**config.mk**
```make
export PLATFORM = sky130hd
export DESIGN_NAME = vlfg_top
export DESIGN_NICKNAME = d
export VERILOG_FILES = /design/src/rtl/vlfg_pkg.sv /design/src/rtl/vlfg_shadow.sv /design/src/rtl/vlfg_hcount.sv /design/src/rtl/vlfg_vcount.sv /design/src/rtl/vlfg_top.sv
export SDC_FILE = /design/constraint.sdc
export NUM_CORES = 1
export LEC_CHECK = 0
export BUFFER_PORTS_ARGS = -buffer_cell sky130_fd_sc_hd__buf_2
export CAP_MARGIN = 5
export CORE_UTILIZATION = 49
export CTS_CLUSTER_SIZE = 40
export DETAILED_ROUTE_END_ITERATION = 6
export GPL_TIMING_DRIVEN = 1
export PLACE_DENSITY_LB_ADDON = 0.25
export SYNTH_ARGS = -nofsm -noshare
export SYNTH_HDL_FRONTEND = slang
export SYNTH_HIERARCHICAL = 1
export SYNTH_SLANG_ARGS = --single-unit
```
**constraint.sdc**
```tcl
create_clock -name clk -period 4.93 [get_ports clk]
set_input_delay 0.986 -clock clk [delete_from_list [all_inputs] [get_ports clk]]
set_output_delay 0.986 -clock clk [all_outputs]
set_load 0.01 [all_outputs]
```
**src/rtl/vlfg_pkg.sv**
```systemverilog
package vlfg_pkg;

   typedef enum logic [1:0] {
      VM_PULSE = 2'd0,
      VM_EVENT = 2'd1,
      VM_BURST = 2'd2
   } vmode_e;

   localparam int FLAG_VIDEO = 0;
   localparam int FLAG_BURST = 1;
   localparam int FLAG_PULSE = 2;

   localparam int POL_HINV = 2;
   localparam int POL_VINV = 1;

   localparam int VSA_MAX = 15;

   function automatic vmode_e decode_mode(input logic [2:0] f);
      vmode_e m;
      if (f[FLAG_VIDEO] && !f[FLAG_BURST] && f[FLAG_PULSE])
         m = VM_PULSE;
      else if (f[FLAG_VIDEO] && !f[FLAG_BURST] && !f[FLAG_PULSE])
         m = VM_EVENT;
      else
         m = VM_BURST;
      return m;
   endfunction

endpackage

```
**src/rtl/vlfg_shadow.sv**
```systemverilog
module vlfg_shadow
   import vlfg_pkg::*;
#(
   parameter int HW = 12,
   parameter int VW = 11,
   parameter int PW = 12,
   localparam int HSW = HW + 2,
   localparam int VSW = VW + 2
) (
   input  logic           clk,
   input  logic           rst_n,
   input  logic           load,
   input  logic [HW-1:0]  cfg_hsa,
   input  logic [HW-1:0]  cfg_hbp,
   input  logic [HW-1:0]  cfg_hact,
   input  logic [HW-1:0]  cfg_hline,
   input  logic [PW-1:0]  cfg_pixels,
   input  logic [VW-1:0]  cfg_vsa,
   input  logic [VW-1:0]  cfg_vbp,
   input  logic [VW-1:0]  cfg_vact,
   input  logic [VW-1:0]  cfg_vfp,
   input  logic [2:0]     cfg_pol,
   input  logic [2:0]     cfg_flags,
   output logic [HSW-1:0] h_sync_end,
   output logic [HSW-1:0] h_act_at,
   output logic [HSW-1:0] h_fp_at,
   output logic [HSW-1:0] h_line,
   output logic [PW-1:0]  pixels,
   output logic [VSW-1:0] v_bp_at,
   output logic [VSW-1:0] v_act_at,
   output logic [VSW-1:0] v_fp_at,
   output logic [VSW-1:0] v_tot,
   output logic           hinv,
   output logic           vinv,
   output vmode_e         mode
);

   logic [3:0]     vsa_lim;
   logic [HSW-1:0] h_a, h_b;
   logic [VSW-1:0] v_a, v_b, v_c;

   always_comb begin
      if (cfg_vsa > VW'(VSA_MAX))
         vsa_lim = 4'(VSA_MAX);
      else
         vsa_lim = cfg_vsa[3:0];
      h_a = HSW'(cfg_hsa) + HSW'(cfg_hbp);
      h_b = h_a + HSW'(cfg_hact);
      v_a = VSW'(vsa_lim) + VSW'(cfg_vbp);
      v_b = v_a + VSW'(cfg_vact);
      v_c = v_b + VSW'(cfg_vfp);
   end

   always_ff @(posedge clk or negedge rst_n) begin
      if (!rst_n) begin
         h_sync_end <= '0;
         h_act_at   <= '0;
         h_fp_at    <= '0;
         h_line     <= '0;
         pixels     <= '0;
         v_bp_at    <= '0;
         v_act_at   <= '0;
         v_fp_at    <= '0;
         v_tot      <= '0;
         hinv       <= 1'b0;
         vinv       <= 1'b0;
         mode       <= VM_BURST;
      end else if (load) begin
         h_sync_end <= HSW'(cfg_hsa);
         h_act_at   <= h_a;
         h_fp_at    <= h_b;
         h_line     <= HSW'(cfg_hline);
         pixels     <= cfg_pixels;
         v_bp_at    <= VSW'(vsa_lim);
         v_act_at   <= v_a;
         v_fp_at    <= v_b;
         v_tot      <= v_c;
         hinv       <= cfg_pol[POL_HINV];
         vinv       <= cfg_pol[POL_VINV];
         mode       <= decode_mode(cfg_flags);
      end
   end

endmodule

```
**src/rtl/vlfg_hcount.sv**
```systemverilog
module vlfg_hcount #(
   parameter int HSW = 14
) (
   input  logic           clk,
   input  logic           rst_n,
   input  logic           clear,
   input  logic [HSW-1:0] h_sync_end,
   input  logic [HSW-1:0] h_act_at,
   input  logic [HSW-1:0] h_fp_at,
   input  logic [HSW-1:0] h_line,
   output logic           at_zero,
   output logic           at_sync_end,
   output logic           at_act,
   output logic           at_fp,
   output logic           in_sync,
   output logic           line_last
);

   logic [HSW-1:0] hcnt;

   always_comb begin
      line_last   = ({1'b0, hcnt} + (HSW+1)'(1)) >= {1'b0, h_line};
      at_zero     = (hcnt == '0);
      at_sync_end = (hcnt == h_sync_end);
      at_act      = (hcnt == h_act_at);
      at_fp       = (hcnt == h_fp_at);
      in_sync     = (hcnt < h_sync_end);
   end

   always_ff @(posedge clk or negedge rst_n) begin
      if (!rst_n)
         hcnt <= '0;
      else if (clear || line_last)
         hcnt <= '0;
      else
         hcnt <= hcnt + HSW'(1);
   end

endmodule

```
**src/rtl/vlfg_vcount.sv**
```systemverilog
module vlfg_vcount #(
   parameter int VSW = 13
) (
   input  logic           clk,
   input  logic           rst_n,
   input  logic           clear,
   input  logic           step,
   input  logic [VSW-1:0] v_bp_at,
   input  logic [VSW-1:0] v_act_at,
   input  logic [VSW-1:0] v_fp_at,
   input  logic [VSW-1:0] v_tot,
   output logic           first_line,
   output logic           last_line,
   output logic           in_vsync,
   output logic           act_line
);

   logic [VSW-1:0] vcnt;

   always_comb begin
      first_line = (vcnt == '0);
      last_line  = ({1'b0, vcnt} + (VSW+1)'(1)) >= {1'b0, v_tot};
      in_vsync   = (vcnt < v_bp_at);
      act_line   = (vcnt >= v_act_at) && (vcnt < v_fp_at);
   end

   always_ff @(posedge clk or negedge rst_n) begin
      if (!rst_n)
         vcnt <= '0;
      else if (clear)
         vcnt <= '0;
      else if (step)
         vcnt <= vcnt + VSW'(1);
   end

endmodule

```
**src/rtl/vlfg_top.sv**
```systemverilog
module vlfg_top
   import vlfg_pkg::*;
#(
   parameter int HW      = 12,
   parameter int VW      = 11,
   parameter int PW      = 12,
   parameter bit REG_OUT = 1'b0
) (
   input  logic          clk,
   input  logic          rst_n,
   input  logic          enable,
   input  logic [HW-1:0] cfg_hsa,
   input  logic [HW-1:0] cfg_hbp,
   input  logic [HW-1:0] cfg_hact,
   input  logic [HW-1:0] cfg_hline,
   input  logic [PW-1:0] cfg_pixels,
   input  logic [VW-1:0] cfg_vsa,
   input  logic [VW-1:0] cfg_vbp,
   input  logic [VW-1:0] cfg_vact,
   input  logic [VW-1:0] cfg_vfp,
   input  logic [2:0]    cfg_pol,
   input  logic [2:0]    cfg_flags,
   output logic          frame_start,
   output logic          frame_end,
   output logic          hs_start,
   output logic          hs_end,
   output logic          act_start,
   output logic [PW-1:0] act_px,
   output logic          blank_start,
   output logic          hsync,
   output logic          vsync,
   output logic [1:0]    vmode
);

   localparam int HSW = HW + 2;
   localparam int VSW = VW + 2;
   localparam int SHW = 4*HSW + PW + 4*VSW + 4;
   localparam int OBW = 9 + PW + 2;

   if (HW < 4) begin : g_bad_hw
      $error("vlfg_top: HW must be at least 4");
   end
   if (VW < 4) begin : g_bad_vw
      $error("vlfg_top: VW must be at least 4 to hold the sync cap");
   end
   if (PW < 1) begin : g_bad_pw
      $error("vlfg_top: PW must be at least 1");
   end

   logic [HSW-1:0] sh_hse, sh_hact, sh_hfp, sh_hline;
   logic [PW-1:0]  sh_px;
   logic [VSW-1:0] sh_vbp, sh_vact, sh_vfp, sh_vtot;
   logic           sh_hinv, sh_vinv;
   vmode_e         sh_mode;

   logic running, load, clear, frame_last;
   logic h_zero, h_se, h_act, h_fp, h_sync, h_last;
   logic v_first, v_last, v_sync, v_act;

   logic          s_fs, s_fe, s_hs, s_he, s_as, s_bs, s_hsync, s_vsync;
   logic          s_hs_raw, s_vs_raw, s_px_nz;
   logic [PW-1:0] s_px;
   logic [SHW-1:0] sh_bits;

   assign frame_last = running && h_last && v_last;
   assign load       = enable && (!running || frame_last);
   assign clear      = !running || frame_last;

   always_ff @(posedge clk or negedge rst_n) begin
      if (!rst_n)
         running <= 1'b0;
      else if (!running || frame_last)
         running <= enable;
   end

   vlfg_shadow #(.HW(HW), .VW(VW), .PW(PW)) u_shadow (
      .clk        (clk),
      .rst_n      (rst_n),
      .load       (load),
      .cfg_hsa    (cfg_hsa),
      .cfg_hbp    (cfg_hbp),
      .cfg_hact   (cfg_hact),
      .cfg_hline  (cfg_hline),
      .cfg_pixels (cfg_pixels),
      .cfg_vsa    (cfg_vsa),
      .cfg_vbp    (cfg_vbp),
      .cfg_vact   (cfg_vact),
      .cfg_vfp    (cfg_vfp),
      .cfg_pol    (cfg_pol),
      .cfg_flags  (cfg_flags),
      .h_sync_end (sh_hse),
      .h_act_at   (sh_hact),
      .h_fp_at    (sh_hfp),
      .h_line     (sh_hline),
      .pixels     (sh_px),
      .v_bp_at    (sh_vbp),
      .v_act_at   (sh_vact),
      .v_fp_at    (sh_vfp),
      .v_tot      (sh_vtot),
      .hinv       (sh_hinv),
      .vinv       (sh_vinv),
      .mode       (sh_mode)
   );

   vlfg_hcount #(.HSW(HSW)) u_hcount (
      .clk         (clk),
      .rst_n       (rst_n),
      .clear       (clear),
      .h_sync_end  (sh_hse),
      .h_act_at    (sh_hact),
      .h_fp_at     (sh_hfp),
      .h_line      (sh_hline),
      .at_zero     (h_zero),
      .at_sync_end (h_se),
      .at_act      (h_act),
      .at_fp       (h_fp),
      .in_sync     (h_sync),
      .line_last   (h_last)
   );

   vlfg_vcount #(.VSW(VSW)) u_vcount (
      .clk        (clk),
      .rst_n      (rst_n),
      .clear      (clear),
      .step       (h_last),
      .v_bp_at    (sh_vbp),
      .v_act_at   (sh_vact),
      .v_fp_at    (sh_vfp),
      .v_tot      (sh_vtot),
      .first_line (v_first),
      .last_line  (v_last),
      .in_vsync   (v_sync),
      .act_line   (v_act)
   );

   always_comb begin
      s_fs     = running && h_zero && v_first;
      s_fe     = frame_last;
      s_hs     = running && h_zero;
      s_he     = running && h_se && (sh_mode != VM_EVENT);
      s_as     = running && v_act && h_act;
      s_bs     = running && (v_act ? h_fp : h_act);
      s_px     = s_as ? sh_px : '0;
      s_px_nz  = |s_px;
      s_hs_raw = running && h_sync;
      s_vs_raw = running && v_sync;
      s_hsync  = s_hs_raw ^ sh_hinv;
      s_vsync  = s_vs_raw ^ sh_vinv;
      sh_bits  = {sh_hse, sh_hact, sh_hfp, sh_hline, sh_px,
                  sh_vbp, sh_vact, sh_vfp, sh_vtot,
                  sh_hinv, sh_vinv, sh_mode};
   end

   logic [OBW-1:0] obus;
   assign obus = {s_fs, s_fe, s_hs, s_he, s_as, s_bs, s_hsync, s_vsync,
                  1'b0, s_px, sh_mode};

   logic [OBW-1:0] obus_q;

   if (REG_OUT) begin : g_oreg
      always_ff @(posedge clk or negedge rst_n) begin
         if (!rst_n)
            obus_q <= {{(OBW-2){1'b0}}, VM_BURST};
         else
            obus_q <= obus;
      end
   end else begin : g_ocomb
      assign obus_q = obus;
   end

   assign frame_start = obus_q[OBW-1];
   assign frame_end   = obus_q[OBW-2];
   assign hs_start    = obus_q[OBW-3];
   assign hs_end      = obus_q[OBW-4];
   assign act_start   = obus_q[OBW-5];
   assign blank_start = obus_q[OBW-6];
   assign hsync       = obus_q[OBW-7];
   assign vsync       = obus_q[OBW-8];
   assign act_px      = obus_q[PW+1:2];
   assign vmode       = obus_q[1:0];

   logic unused_pad;
   assign unused_pad = obus_q[OBW-9];

endmodule

```
# Yosys cells after proc, flatten, opt, wreduce, memory -nomap -nowiden
# Index checks and enable logic that the tools add are counted.
[totals] regBits=139 latchBits=0 mem_bits_rw=0 rom_bits=0 input_bits=113 output_inout_bits=22 elab_cells=69 n_memories=0
[classes] addsub=9 mul=0 div_mod_pow=0 order_cmp=7 eq_ne=4 shift=0 mux=8 bitwise=2 reduce_logical=24
[op_table] cell="14-bit == test" n=2
[op_table] cell="13-bit by 11-bit adder with 13-bit output" n=2
[op_table] cell="13-bit 2-to-1 mux" n=2
[op_table] cell="1-bit logical AND" n=16
[op_table] cell="14-bit by 1-bit adder with 15-bit output, second input constant" n=1
[op_table] cell="15-bit by 12-bit >= comparator with 1-bit output" n=1
[op_table] cell="13-bit by 1-bit adder with 14-bit output, second input constant" n=1
[op_table] cell="14-bit by 1-bit adder with 14-bit output, second input constant" n=1
[op_table] cell="14-bit by 12-bit adder with 14-bit output" n=1
[op_table] cell="14-bit by 12-bit == test with 1-bit output" n=1
[op_table] cell="14-bit by 13-bit >= comparator with 1-bit output" n=1
[op_table] cell="14-bit zero test" n=1
[op_table] cell="14-bit by 12-bit less-than comparator with 1-bit output" n=1
[op_table] cell="14-bit 2-to-1 mux" n=1
[op_table] cell="12-bit by 12-bit adder with 13-bit output" n=1
[op_table] cell="13-bit by 1-bit adder with 13-bit output, second input constant" n=1
[op_table] cell="13-bit >= comparator" n=1
[op_table] cell="13-bit zero test" n=1
[op_table] cell="13-bit less-than comparator" n=1
[op_table] cell="13-bit by 4-bit less-than comparator with 1-bit output" n=1
[op_table] cell="4-bit by 11-bit adder with 12-bit output" n=1
[op_table] cell="12-bit 2-to-1 mux" n=1
[op_table] cell="11-bit by 4-bit > comparator with 1-bit output, second input constant" n=1
[op_table] cell="2-bit 2-to-1 mux" n=2
[op_table] cell="7 further kinds" n=11

# Depth between registers and ports, before layout
# Gate-level depths: netlist of run 1.
[logic_depth] word_depth=7 mapped_depth=21 mapped_depth_nobuf=21

# Cells and area by module
# Netlist of run 1, hierarchy kept.
[modules_own_cells] mod="vlfg_shadow" instances=1 cells_per_inst=563 area_per_inst_um2=6419.9 seq_area_each_um2=2728.9
[modules_own_cells] mod="vlfg_vcount" instances=1 cells_per_inst=262 area_per_inst_um2=2090.8 seq_area_each_um2=325.3
[modules_own_cells] mod="vlfg_hcount" instances=1 cells_per_inst=226 area_per_inst_um2=1981.9 seq_area_each_um2=350.3
[modules_own_cells] mod="vlfg_top" instances=1 cells_per_inst=31 area_per_inst_um2=226.5 seq_area_each_um2=25.0

# Worst setup path after synthesis of run 1
# Ideal clock, no wire load.
[synth_path] kind="input to register" start="input port cfg_vsa[8]" end="register u_shadow.v_tot[11]" setup_ps=120 arrival_time_ps=5176 required_ps=4810 slack_ps=-366 cell_stages=20 path_buffers=0 path_cell_list="nor4_1 nand2_1 or2_2 ha_1 fa_1 a21o_1 a21oi_1 xnor2_1 ha_1 a2111oi_4 nor2_1 a21oi_1 xnor2_1 ha_1 a21o_1 a21oi_1 a21boi_1 o21a_1 or3_1 a31o_1"
[synth_between] elab_chain_len=5
[synth_lines] element="start, declared" line="vlfg_top.sv:17" source="input logic [VW-1:0] cfg_vsa,"
[synth_lines] element="11-bit by 4-bit > comparator with 1-bit output" line="vlfg_shadow.sv:43" source="if (cfg_vsa > VW'(VSA_MAX))"
[synth_lines] element="4-bit 2-to-1 mux" line="vlfg_shadow.sv:43"
[synth_lines] element="named net u_shadow.vsa_lim[0]" line="vlfg_shadow.sv:38" source="logic [3:0] vsa_lim;"
[synth_lines] element="4-bit by 11-bit adder with 12-bit output" line="vlfg_shadow.sv:49" source="v_a = VSW'(vsa_lim) + VSW'(cfg_vbp);"
[synth_lines] element="named net u_shadow.v_a[4]" line="vlfg_shadow.sv:40" source="logic [VSW-1:0] v_a, v_b, v_c;"
[synth_lines] element="13-bit by 11-bit adder with 13-bit output" line="vlfg_shadow.sv:50" source="v_b = v_a + VSW'(cfg_vact);"
[synth_lines] element="named net u_shadow.v_b[7]" line="vlfg_shadow.sv:40"
[synth_lines] element="13-bit by 11-bit adder with 13-bit output" line="vlfg_shadow.sv:51" source="v_c = v_b + VSW'(cfg_vfp);"
[synth_lines] element="end signal, assigned" line="vlfg_shadow.sv:77" source="v_tot <= v_c;"
[synth_lines] element="end, declared" line="vlfg_shadow.sv:32" source="output logic [VSW-1:0] v_tot,"
# The timed path passes the listed nets, and every way through them passes these cells.
# A chain may end at the register's enable or synchronous reset.

# Worst setup path after layout of run 1
[layout_path] start="input port cfg_vsa[4]" end="register u_shadow.v_tot[11]"
# The elaborated chain is that of the path after synthesis.

==> results of run 1 <==
[cell families after synthesis]
kind of cell    after synthesis  share of synthesized area, %
simple gates                252                         13.33
compound gates              193                         11.96
buf+inv                     153                         6.852
fa+ha+maj                   143                         17.04
flops                       137                         31.99
xor+xnor                    108                         8.824
mux                          95                         9.957
other cells                   1                       0.03498
[synth_stat cells (all sizes together), types with 8 or more instances]
cell type    n  area, µm²
o21ai       32      160.2
nand2b       9      63.81
clkbuf      16      82.58
a21o        30      225.2
o21bai       9      67.56
nand2       46      175.2
dfrtp      136       3403
a211oi      17      132.6
nor2        55      206.5
a21oi       57      285.3
buf         35      269.0
nor4        14      87.58
inv        102      382.9
mux2        93       1047
and4b        8      83.83
nor2b        8      50.05
nand4       24      180.2
xnor2       67      586.8
ha         138       1727
nor3        13      87.58
and3         8      56.31
xor2        41      359.1
and2        15      101.3
nand3       29      145.1
[state kept, by name, summed over array words and instances, names as in the netlist]
name,flops
u_hcount/hcnt,14
u_shadow/v_bp_at,4
u_shadow/h_line,12
u_shadow/h_fp_at,14
u_shadow/v_fp_at,13
u_shadow/v_act_at,12
u_shadow/v_tot,13
u_shadow/mode,2
running,1
u_shadow/h_act_at,13
u_shadow/hinv,1
u_shadow/h_sync_end,12
u_shadow/pixels,12
u_vcount/vcnt,13
u_shadow/vinv,1
[per-stage QoR]
stage	hold WS, ps	setup slack (ps)	setup TNS, ps
5_1_grt	517.2	-271.1	-595.4
3_3_place_gp	471.2	-531.5	-2097
3_5_place_dp	474.2	-617.1	-2491
2_1_floorplan	451.7	-102.3	-198.5
4_1_cts	489.4	1.593	0
6_report	483.1	-61.23	-61.23
[power groups by stage]
stage               clock (mW)  combinational [mW]  sequential (mW)
finish                    1.32                1.80             1.59
global route              1.39                2.01             1.63
CTS                       1.34                1.69             1.59
detailed placement           0                1.66             1.61
global placement             0                1.61             1.60
floorplan                    0                1.27             1.48
[final cells by class]
type / count / area [µm²]
clock buffers: 21 / 460.4
clock inverters: 10 / 143.9
fillers: 1811 / 8205
inverters: 102 / 385.4
multi-input cells: 806 / 6924
flip-flops and latches: 137 / 3430
well taps: 275 / 344.1
repair buffers: 216 / 1328
[path summary, 6_finish.rpt]
path | endpoint | slack (ps) | cells after the start
setup / recovery | u_shadow/v_tot[11] | -60 | 19
hold / removal | u_shadow/v_tot[9] | 480 | 2
setup reg to reg | u_hcount/hcnt[9] | 520 | 12
hold reg to reg | u_shadow/v_tot[9] | 480 | 2
max in group asynchronous | u_shadow/mode[1] | 3170 | 2
min in group asynchronous | u_shadow/pixels[4] | 710 | 1
[worst max-delay path: cells and delay by family]
kind / cells / cell delay, ps
buffers and inverters: 1 / 90
AOI/OAI and AO/OA: 8 / 1760
xor gates and xnor gates: 1 / 160
and+or+nand+nor: 5 / 1050
adders and majority gates: 4 / 1240
[layer usage]
layer  track usage [%]  share of wire, %  vias up
li1                  -                 -     4205
met1             32.95                48     4082
met2             36.57                45      239
met3             4.451               5.6       29
met4             7.424               1.6        0
met5                 0                 0        -
[repair_timing]
item	4_1_cts	5_1_grt
endpoints found under the setup margin	4	5
gates cloned	0	0
setup buffers	2	6
gates resized for setup	10	48
pin swaps	13	37
==> results.md, run 1 <==
* Outcome: finished, violations left
* Failing checks: setup timing
* Critical Path RT at ~5300 ps
* Vias per cell at ~5.5
* EDFF count, synth at 0
* Leakage power at 6.437 nW
* Largest net degree at the start of global routing at around 110
* Synthesized area per cell at 9.907 µm²
* Ys async rst share at 100.0%
* Core area at 21220 µm²
* CTS tree: yes
* Min-delay src: u_shadow/v_tot[9]
* Clk network pwr share at 27.9%
* CP Launch Point: cfg_vsa[4]
* Worst Setup End Kind: register
* IO buf count at around 130
* DRT iter0 DRCs at 465
* #FFs+latches synth at 137
* Clock period minus worst slack at 4991 ps
* Mapped Area at ~11000 µm²
* Reg2Reg Launch Point: u_hcount/hcnt[2]
* Detailed Routing Iterations Pass 1 at 5
* Max IR drop VDD at 0.2146 mV
* Syn Inst Count at 1082
* I/O pin total at about 140
* Count of antenna-violating nets left after detailed routing at 0
* Arr. time, crit path at between 5000 and 6000 ps
* DRC at 0
* Design area at 13020 µm²
* Worst path max stage delay at roughly 570 ps
* Count of pins over their slew limit at 0
* WL per Instance at 16.17 µm
* Cell breakdown of the critical path: buf_6 > nor4_4 > nand2_2 > or2_4 > ha_4 > fa_2 > ha_4 > a211o_1 > a2111oi_4 > nor2_2 > a21oi_4 > xnor2_2 > ha_1 > a21o_1 > a21oi_2 > a21boi_2 > o21a_1 > or3_1 > a31o_1
* Period utilization at 101.2%
* Die width at ~150 µm
* HP Class: reg2reg
* CTS Sinks at between 100 and 150
* Comb power frac at between 30% and 40%
* Share of power burned in registers at around 34%
* Slowest cell on crit path: fa_2
* DIE AREA at between 20000 and 25000 µm²
* Synth-to-layout area growth at 21.42%
* Total wire length at ~25000 µm
* RSZ-0062 raised after global routing: true
* Antenna diodes at 0
* Area after DPL at 12060 µm²
* First-pass GRT wire length at between 40000 and 50000 µm
* TritonCTS buffer count at 17
* Sw frac at between 30% and 40%
* Fmax at 200.4 MHz
* Layout cell share with drive strength beyond 1 at between 30% and 40%
* Max Buffers Root-to-Sink at 2
* Switching power at between 1.5 and 2 mW
* Worst-path maximum fanout at 4
* Initial Util at between 50 and 60%
* Vias in the first global route at between 8000 and 9000
* Hold-fix buffers, CTS at 0
* Final core utilization at just over 60%
* Num rows at 53
* Critical path type: in2reg
* Worst Skew at about 12 ps
* Most frequent cells in the layout: dfrtp_1, ha_1, buf_2
* Ys Warns at 6
* Non-filler cells, final at ~1600
* Relative slew slack at roughly 33%
* Slew of the pin with the lowest slew margin at 1000 ps
* H-tree depth at 4
* Initial antenna violation count at 0
* Commonest non-fill, non-tap cell in the layout: dfrtp_1
* Clock root cell: clkbuf_16
* Top FF cell, synth: dfrtp_1
* Clock slew at reported path FFs at 60 ps
* Routability cong. at between 0.8 and 0.9
* Later-pin clock latency in the skew report at ~430 ps
* Final-report hold violation count at 0
* Yosys cell types at a little under 80
* Power per cell area at 361.9 nW/µm²
* Net total in the final layout at between 1500 and 2000
* Final setup viols at 1
* Max Cap Violations at 0
* CP Launch Type: input pin
* Total power at roughly 4.7 mW
* Internal power at 3.084 mW
* Die H at about 150 µm
* Most numerous cell on the critical path: ha_4
* Grt total ovfl at 0
* Setup WS post-layout at -61.23 ps
* Placed cell count at ~1500
* Total Routing Usage GR at 23.55%
* Hpwl dp at about 19000 µm
* Vias at roughly 8600
* Sequential element share of the synthesized area at about a third
No activity file was read; power rests on OpenSTA's default activity.
==> run 2: changes to the inputs <==
==> constraint.sdc (replaced) <==
create_clock -name clk -period 5.25 [get_ports clk]
set_input_delay 1.05 -clock clk [delete_from_list [all_inputs] [get_ports clk]]
set_output_delay 1.05 -clock clk [all_outputs]
set_load 0.01 [all_outputs]
==> run 2 against run 1 <==
  * The flow now finishes without violations
  * Flip-flop and latch count unchanged
  * Register-to-register slack better by 280 ps
  * Clock power about the same
  * Critical path depth up 1
  * Clock-buffer cell count down 2
  * Non-clock buffer count up 2
  * Cell area down 1.0%
  * Sequential power down 6%
  * Clock skew up 1.9 ps
  * Largest cell class unchanged
==> results.md, run 2 (same netlist as run 1, synthesis figures left out) <==
* Worst-path maximum fanout at 4
* Detailed Routing Iterations Pass 1 at 5
* DIE AREA at ~22000 µm²
* HP Class: reg2reg
* Relative slew slack at between 30 and 40%
* Reg-to-reg slack, setup at around 800 ps
* I/O pin total at 135
* Dpl ws at -456.9 ps
* Most frequent cells in the layout: dfrtp_1, ha_1, buf_2
* Max Cap Violations at 0
* Leakage power at roughly 6.4 nW
* Total power at roughly 4.4 mW
* Final core utilization at 60.70%
* Cells on worst reg2reg path at 13
* CP Launch Point: cfg_vsa[8]
* R2r endpoint: u_shadow/v_fp_at[1]
* Max Buffers Root-to-Sink at 2
* Vias in the first global route at 8204
* Fmax at 196.8 MHz
* TritonCTS buffer count at 17
* Total wire length at between 20000 and 30000 µm
* Clock root cell: clkbuf_16
* Commonest non-fill, non-tap cell in the layout: dfrtp_1
* Later-pin clock latency in the skew report at about 430 ps
* Total Routing Usage GR at between 20% and 30%
* Clock slew at reported path FFs at 60 ps
* WL per Instance at 16.38 µm
* Worst Setup End Kind: register
* Routability cong. at 0.8414
* Vias per cell at 5.453
* Outcome: complete, no violations
* Num rows at between 50 and 60
* Sw frac at 34.52%
* Setup_tns at 0 ps
* Setup WS post-layout at between 150 and 200 ps
* FF+latch area at about 3400 µm²
* H-tree depth at 4
* Reg2Reg Launch Point: u_hcount/hcnt[2]
* Initial antenna violation count at 0
* DRT iter0 DRCs at 445
* Core area at around 21000 µm²
* Grt total ovfl at 0
* Count of pins over their slew limit at 0
* Multi-input combinational cell area at 6766 µm²
* Worst Skew at approximately 14 ps
* Design area at ~13000 µm²
* Net total in the final layout at around 1500
* Switching power at 1.535 mW
* Comb power frac at roughly 37%
* CTS tree: yes
* Count of antenna-violating nets left after detailed routing at 0
* Hpwl dp at 19500 µm
* Critical Path Sink: u_shadow/v_tot[11]
* Die H at ~150 µm
* Arr. time, crit path at roughly 5400 ps
* First-pass GRT wire length at ~42000 µm
* Share of power burned in registers at 33.7%
* DRC at 0
* Synth-to-layout area growth at 20.16%
* Slew of the pin with the lowest slew margin at around 1000 ps
* Internal power at a little under 3 mW
* Clock period minus worst slack at 5081 ps
* Final-report hold violation count at 0
* IO buf count at 133
* Fill cells at between 1500 and 2000
* Power per cell area at approximately 350 nW/µm²
* Period utilization at 96.78%
* Area after DPL at between 10000 and 15000 µm²
* CTS Sinks at about 140
* CP Launch Type: input pin
* Vias at roughly 8600
* Critical path type: in2reg
* Initial Util at between 50% and 60%
* Layout cell share with drive strength beyond 1 at between 30% and 40%
* Clk network pwr share at slightly below 30%
* Final setup viols at 0
* Top flop regs: u_hcount/hcnt x14, u_shadow/h_fp_at x14
* Critical Path RT at around 5600 ps
* Die width at approximately 150 µm
* Antenna diodes at 0
* Max IR drop VDD at between 0.2 and 0.25 mV
* Largest net degree at the start of global routing at around 110
==> run 2: cell count changes in the layout (fill, tap and decap cells not counted), sizes merged <==
cell | previous run | this run
clkbuf | 21 | 19
inv | 103 | 105
bufinv | 3 | 4
buf | 216 | 218
==> run 2: how the worst min path moves through the flow <==
stage	start	end	slack (ps)	cells after the start
CTS	u_shadow/v_tot[3]	u_shadow/v_tot[3]	490	1
global placement	u_shadow/v_tot[9]	u_shadow/v_tot[9]	470	2
floorplan	u_shadow/v_tot[9]	u_shadow/v_tot[9]	450	2
global route	u_shadow/pixels[4]	u_shadow/pixels[4]	510	1
detailed placement	u_shadow/v_tot[3]	u_shadow/v_tot[3]	480	1
finish	u_shadow/v_tot[3]	u_shadow/v_tot[3]	490	1
==> run 2: critical path: stages <==
cell and delay (ps):
buf_2 100, nor4_2 250, nand2_1 120, or2_4 240, ha_2 190, fa_2 540
ha_1 240, a211o_1 360, buf_4 160, a21o_1 160, a21oi_2 140, xnor2_1 200
ha_1 320, o21a_1 120, o2111a_1 220, o31ai_1 120, a21boi_2 130, o21a_1 190
or3_1 310, a31o_1 220
==> run 2: what timing repair did <==
item                       4_1_cts  5_1_grt
setup endpoints to repair        1        4
resized for setup                0       33
pin swaps                        1       23
buffers inserted                 1        5
hold buffers                     0        0
==> run 2: final cells by class <==
| cell class | count | share of cell area, % |
|---|---|---|
| inverters | 102 | 2.973 |
| flip-flops and latches | 137 | 26.63 |
| multi-input cells | 806 | 52.54 |
| well taps | 275 | 2.671 |
| clock inverters | 13 | 1.486 |
| repair buffers | 218 | 10.27 |
| clock buffers | 19 | 3.439 |
==> run 2: routing by layer <==
layer	vias to the layer above	wire, µm	global-route usage [%]
met1	4100	12410	33.94
li1	4204	-	-
met2	226	11700	37.29
met5	-	0	0
met4	0	354	7.172
met3	31	1245	3.323
==> run 2: metrics by stage <==
step	hold WS (ps)	instances
6_report	487.7	1570
5_1_grt	508.2	1570
4_1_cts	492.1	1565
3_5_place_dp	476.1	1532
3_3_place_gp	472.7	1532
2_1_floorplan	451.7	1096
==> run 2: power groups by stage <==
stage / clock [mW] / combinational (mW) / sequential [mW]
finish: 1.30 / 1.65 / 1.50
global route: 1.36 / 1.84 / 1.52
CTS: 1.31 / 1.60 / 1.49
detailed placement: 0 / 1.57 / 1.51
global placement: 0 / 1.52 / 1.50
floorplan: 0 / 1.19 / 1.39
